<file path="src/rtl/raster_pkg.sv">
package raster_pkg;

    localparam int DEF_DOTS_PER_LINE  = 341;
    localparam int DEF_LINES_PER_FRAME = 262;
    localparam int DEF_VBL_SET_LINE   = 241;
    localparam int DEF_VBL_SET_DOT    = 1;
    localparam int DEF_VBL_CLR_LINE   = 261;
    localparam int DEF_VBL_CLR_DOT    = 1;
    localparam int DEF_STATUS_IDX     = 2;

    // Raster event decoded for the dot currently being processed
    typedef enum logic [1:0] {
        EVT_NONE  = 2'd0,
        EVT_SET   = 2'd1,
        EVT_CLEAR = 2'd2
    } flag_evt_e;

    // Status read request as seen by the flag logic
    typedef struct packed {
        logic hit;   // accepted status read on this edge
        logic race;  // read lands on the set dot
    } rd_req_t;

endpackage

</file>
<file path="src/rtl/raster_counter.sv">
module raster_counter #(
    parameter int DOTS_PER_LINE   = 341,
    parameter int LINES_PER_FRAME = 262,
    localparam int DOT_W  = $clog2(DOTS_PER_LINE),
    localparam int LINE_W = $clog2(LINES_PER_FRAME)
) (
    input  logic              clk,
    input  logic              rst,
    output logic [DOT_W-1:0]  dot,
    output logic [LINE_W-1:0] line
);
    localparam logic [DOT_W-1:0]  DOT_LAST  = DOT_W'(DOTS_PER_LINE - 1);
    localparam logic [LINE_W-1:0] LINE_LAST = LINE_W'(LINES_PER_FRAME - 1);

    always_ff @(posedge clk) begin
        if (rst) begin
            dot  <= '0;
            line <= '0;
        end else if (dot == DOT_LAST) begin
            dot  <= '0;
            line <= (line == LINE_LAST) ? '0 : line + 1'b1;
        end else begin
            dot <= dot + 1'b1;
        end
    end
endmodule

</file>
<file path="src/rtl/raster_event_decode.sv">
module raster_event_decode
    import raster_pkg::*;
#(
    parameter int DOT_W        = 9,
    parameter int LINE_W       = 9,
    parameter int VBL_SET_LINE = 241,
    parameter int VBL_SET_DOT  = 1,
    parameter int VBL_CLR_LINE = 261,
    parameter int VBL_CLR_DOT  = 1
) (
    input  logic [DOT_W-1:0]  dot,
    input  logic [LINE_W-1:0] line,
    output flag_evt_e         evt
);
    logic at_set, at_clr;

    assign at_set = (dot == DOT_W'(VBL_SET_DOT)) && (line == LINE_W'(VBL_SET_LINE));
    assign at_clr = (dot == DOT_W'(VBL_CLR_DOT)) && (line == LINE_W'(VBL_CLR_LINE));

    always_comb begin
        evt = EVT_NONE;
        if (at_set)      evt = EVT_SET;
        else if (at_clr) evt = EVT_CLEAR;
    end
endmodule

</file>
<file path="src/rtl/status_port.sv">
module status_port
    import raster_pkg::*;
#(
    parameter int ADDR_W     = 3,
    parameter int DATA_W     = 8,
    parameter int STATUS_IDX = 2
) (
    input  logic              clk,
    input  logic              rst,
    input  logic              cpu_ce,
    input  logic              rd_en,
    input  logic [ADDR_W-1:0] rd_addr,
    input  flag_evt_e         evt,
    input  logic              flag,
    output rd_req_t           req,
    output logic [DATA_W-1:0] rd_data
);
    localparam int FLAG_BIT = DATA_W - 1;

    logic seen;

    assign req.hit  = cpu_ce && rd_en && (rd_addr == ADDR_W'(STATUS_IDX));
    assign req.race = req.hit && (evt == EVT_SET);
    // On the set dot the flag register is still 0, so the read sees 0
    assign seen     = flag && !req.race;

    always_ff @(posedge clk) begin
        if (rst) begin
            rd_data <= '0;
        end else if (req.hit) begin
            rd_data           <= '0;
            rd_data[FLAG_BIT] <= seen;
        end
    end
endmodule

</file>
<file path="src/rtl/vblank_flag.sv">
module vblank_flag
    import raster_pkg::*;
(
    input  logic      clk,
    input  logic      rst,
    input  flag_evt_e evt,
    input  rd_req_t   req,
    output logic      flag
);
    // A read has priority: at the set dot it suppresses the rise
    always_ff @(posedge clk) begin
        if (rst) begin
            flag <= 1'b0;
        end else if (req.hit) begin
            flag <= 1'b0;
        end else begin
            unique case (evt)
                EVT_SET:   flag <= 1'b1;
                EVT_CLEAR: flag <= 1'b0;
                default:   flag <= flag;
            endcase
        end
    end
endmodule

</file>
<file path="src/rtl/raster_vblank_timer.sv">
module raster_vblank_timer
    import raster_pkg::*;
#(
    parameter int DOTS_PER_LINE   = DEF_DOTS_PER_LINE,
    parameter int LINES_PER_FRAME = DEF_LINES_PER_FRAME,
    parameter int VBL_SET_LINE    = DEF_VBL_SET_LINE,
    parameter int VBL_SET_DOT     = DEF_VBL_SET_DOT,
    parameter int VBL_CLR_LINE    = DEF_VBL_CLR_LINE,
    parameter int VBL_CLR_DOT     = DEF_VBL_CLR_DOT,
    parameter int ADDR_W          = 3,
    parameter int DATA_W          = 8,
    parameter int STATUS_IDX      = DEF_STATUS_IDX,
    localparam int DOT_W  = $clog2(DOTS_PER_LINE),
    localparam int LINE_W = $clog2(LINES_PER_FRAME)
) (
    input  logic              clk,
    input  logic              rst,
    input  logic              cpu_ce,
    input  logic              rd_en,
    input  logic [ADDR_W-1:0] rd_addr,
    input  logic              nmi_en,
    output logic [DATA_W-1:0] rd_data,
    output logic              nmi,
    output logic [DOT_W-1:0]  dot,
    output logic [LINE_W-1:0] line
);
    flag_evt_e evt;
    rd_req_t   req;
    logic      flag;

    raster_counter #(
        .DOTS_PER_LINE  (DOTS_PER_LINE),
        .LINES_PER_FRAME(LINES_PER_FRAME)
    ) u_cnt (
        .clk (clk),
        .rst (rst),
        .dot (dot),
        .line(line)
    );

    raster_event_decode #(
        .DOT_W       (DOT_W),
        .LINE_W      (LINE_W),
        .VBL_SET_LINE(VBL_SET_LINE),
        .VBL_SET_DOT (VBL_SET_DOT),
        .VBL_CLR_LINE(VBL_CLR_LINE),
        .VBL_CLR_DOT (VBL_CLR_DOT)
    ) u_dec (
        .dot (dot),
        .line(line),
        .evt (evt)
    );

    status_port #(
        .ADDR_W    (ADDR_W),
        .DATA_W    (DATA_W),
        .STATUS_IDX(STATUS_IDX)
    ) u_port (
        .clk    (clk),
        .rst    (rst),
        .cpu_ce (cpu_ce),
        .rd_en  (rd_en),
        .rd_addr(rd_addr),
        .evt    (evt),
        .flag   (flag),
        .req    (req),
        .rd_data(rd_data)
    );

    vblank_flag u_flag (
        .clk (clk),
        .rst (rst),
        .evt (evt),
        .req (req),
        .flag(flag)
    );

    assign nmi = flag && nmi_en;
endmodule

</file>
<file path="config.mk">
export PLATFORM = sky130hd
export DESIGN_NAME = raster_vblank_timer
export DESIGN_NICKNAME = d
export VERILOG_FILES = /design/src/rtl/raster_pkg.sv /design/src/rtl/raster_counter.sv /design/src/rtl/raster_event_decode.sv /design/src/rtl/status_port.sv /design/src/rtl/vblank_flag.sv /design/src/rtl/raster_vblank_timer.sv
export SDC_FILE = /design/constraint.sdc
export NUM_CORES = 1
export LEC_CHECK = 0
export BUFFER_PORTS_ARGS = -buffer_cell sky130_fd_sc_hd__buf_2
export CAP_MARGIN = 40
export CORE_ASPECT_RATIO = 0.75
export CORE_MARGIN = 2
export CORE_UTILIZATION = 47
export CTS_BUF_LIST = sky130_fd_sc_hd__clkbuf_4 sky130_fd_sc_hd__clkbuf_8
export DETAILED_ROUTE_END_ITERATION = 8
export PLACE_DENSITY = 0.77
export SLEW_MARGIN = 25
export SYNTH_ARGS = -nofsm -noshare
export SYNTH_HDL_FRONTEND = slang
export SYNTH_HIERARCHICAL = 1
export SYNTH_SLANG_ARGS = --single-unit
</file>
<file path="constraint.sdc">
create_clock -name clk -period 1.7 [get_ports clk]
set_input_delay 0.255 -clock clk [delete_from_list [all_inputs] [get_ports clk]]
set_output_delay 0.255 -clock clk [all_outputs]
set_load 0.02 [all_outputs]
</file>
==> summary by stage <==
Worst hold path
The launch instance of the worst min-delay path is rst. The type of the tightest min-delay check is in -> reg. The cell count of the worst hold path is 2.

GRT
The pin count of the biggest net entering global routing is 13. The number of global-route vias before repair is 982. The total global routing track utilization is 0.216. The global-route wire length before repair is 4470 um.

The number of antenna violations at the first check in global routing was 0. The global-route congestion overflow total is 0.

Drt
After the first detailed-routing iteration, the DRC count stood at 25. After detailed routing, the average wire length per cell comes to 14.2 um. Once detail routing completed, the nets flagged for antenna violations numbered 0. For this block, the routed nets add up to 2960 um of wire.

The post-detailed-route DRC marker count is 0. In the routed layout, each cell is associated on average with a via count of 5.27. The total via count after detailed routing is approximately 1100. The first TritonRoute pass finished after 4 iterations.

Power
The leakage power figure is between 0.7 and 0.8 nW. Summed over all nets, the switching power comes to approximately 0.00022 W. The share of total power dissipated in the clock network is 0.411. The internal power of the cells totals roughly 0.00075 W.

Power spread over the standard cell area amounts to between 600 and 700 nW/um^2. The switching power as a share of total power is 0.227. VDD sags by at most around 0.48 mV. The combinational power share is 0.093.

The share of total power dissipated in sequential elements is 0.496. The final total power is 0.000968 W.

STA
The final-report setup violation count is 1. The achievable clock frequency is ~0.58 GHz. The minimum setup slack in the final design is -0.0314 ns.

Dividing the final minimum period by the clock period gives 1.02. The hold violation total from the final report is 0. Setup repair after global routing could not meet its margin everywhere. Between clock sinks in the finished design, the worst skew comes to 0.00341 ns. The number of slew-limit violations in the final report was 0.

The shortest clock period the worst path allows after layout is roughly 1.7 ns.

Die
Pin placement for this block handled 35 I/O pins. The placement row count is 15. The die area is 2870 um^2. The initial utilization of the core area, before any placement, comes to 0.500.

Measured along the y axis, the die boundary spans between 40 and 50 um. The core region is around 2300 um^2. The floorplan step set the die width to 61.2 um.

Clock network
The number of buffers added for setup after CTS is 0. In this run the deepest clock path goes through 2 buffers. The total CTS buffers is 3. The clock latency on the worst-skew pair is 0.31 ns. CTS built an H-tree with a depth of 1. After clock tree synthesis, the clock-pin slew on the worst setup and hold paths is 0.12 ns. The number of hold buffers added after CTS was 0. TritonCTS built the clock tree. In this run the clock root is driven by a clkbuf_4. The clock drives 20 sinks.

Cells and area
The layout overhead on the synthesized area is 36.1%. Counting the fill cells in the layout gives just under 200. For this run, the share of the core covered by cells in the final layout is 0.680. The footprint of the flip-flops and latches is about 420 um^2.

The count of nets after finishing is 188. The area of the multi-input gates is 758 um^2. In the final layout, the share of cells above drive strength 1 is 0.454. The final antenna diode count is 0.

Critical path
The sort of element at the end of the critical path is a flip-flop. For the worst setup path, the data arrival time is 1.98 ns. STA puts the critical path data required time at roughly 2.0 ns.

The category of the most critical setup path is reg -> reg. The type of element launching the critical path is a flip-flop. The startpoint of the worst setup timing path is u_cnt/dot[1]. The worst reg2reg path startpoint is u_cnt/dot[1]. The count of cells along the worst register-to-register path is 7. Of all nets on the critical path, the largest fanout is 3.

Run
Max-cap violations in this run came to 0.

Run status
The checks that failed: negative setup slack. The run finished, with violations left.

Yosys
Yosys printed 6 warnings. The synthesized area is between 1000 and 1500 um^2. The count of mapped cells out of synthesis is 129. The synthesized area divided by synthesized cell count is 8.94 um^2.

Placement
At the end of routability-driven placement, the weighted congestion stood at about 0.81. The count of input and output buffers is 27. The wire-length estimate of the detail-placed layout is 2200 um.
layer usage:
layer	vias up	wire, um	GRT usage
met2	34	1430	0.345
met3	7	161	0.0799
li1	531	-	-
met1	525	1340	0.274
met5	-	0	0
met4	0	30	0.0696
layout make-up:
class	instances	area share
Clock inverter	1	0.0191
Tap cell	34	0.0271
Multi-Input combinational cell	98	0.483
Timing Repair Buffer	45	0.172
Sequential cell	20	0.268
Clock buffer	3	0.0143
Inverter	7	0.0167
per-stage QoR:
step           hold WS [ns]  setup TNS [ns]  cells  cell area (um^2)  setup slack (ns)
6_report              0.172         -0.0314    208              1570           -0.0314
4_1_cts               0.174         -0.0769    208              1530           -0.0432
5_1_grt               0.182          -0.129    208              1570            -0.129
3_5_place_dp          0.472         -0.0464    204              1460           -0.0464
2_1_floorplan         0.320               0    135              1230           0.00102
3_3_place_gp          0.460               0    204              1460            0.0381
sequential cells by signal (all words and copies together), names as in the netlist:
register,count
u_cnt/line,9
u_cnt/dot,9
u_port/rd_data,1
u_flag/flag,1
power groups by stage:
stage | Combinational [W] | Clock [W] | Sequential [W]
after floorplan | 0.0000561 | 0 | 0.000502
after global placement | 0.0000859 | 0 | 0.000490
after detailed placement | 0.0000878 | 0 | 0.000491
after CTS | 0.0000883 | 0.000399 | 0.000480
after global routing | 0.0000983 | 0.000417 | 0.000481
final | 0.0000902 | 0.000398 | 0.000480
worst max-delay path, cell delays in order (launching register included):
cell and delay, ns:
dfxtp_2 0.36, nor4b_4 0.29, nand3_2 0.15, nor4_4 0.18
inv_2 0.07, ha_4 0.22, or2_1 0.22, a211oi_2 0.17
cell usage in the layout, fill, tap and decap left out, types with 3 or more instances in the layout:
cell / n
a21oi_1: 3
buf_2: 27
buf_4: 18
clkbuf_4: 3
conb_1: 7
dfxtp_1: 8
dfxtp_2: 10
ha_1: 4
inv_1: 6
nand2_1: 5
nand2b_1: 3
nand3_1: 7
nand4_1: 5
nor2_1: 18
nor4_1: 3
xnor2_1: 8
xor2_1: 5
worst paths after layout:
kind / endpoint / slack (ns)
setup / recovery: u_flag/flag / -0.03
hold / removal: u_flag/flag / 0.17
hold reg to reg: u_flag/flag / 0.50
setup reg to reg: u_flag/flag / -0.03
timing repair:
item                                    CTS  global route
pin swaps                                 0             1
hold endpoints to repair                  0             0
endpoints found under the setup margin    3            19
gates resized for setup                   3             8
(Power assumes the default switching activity.)
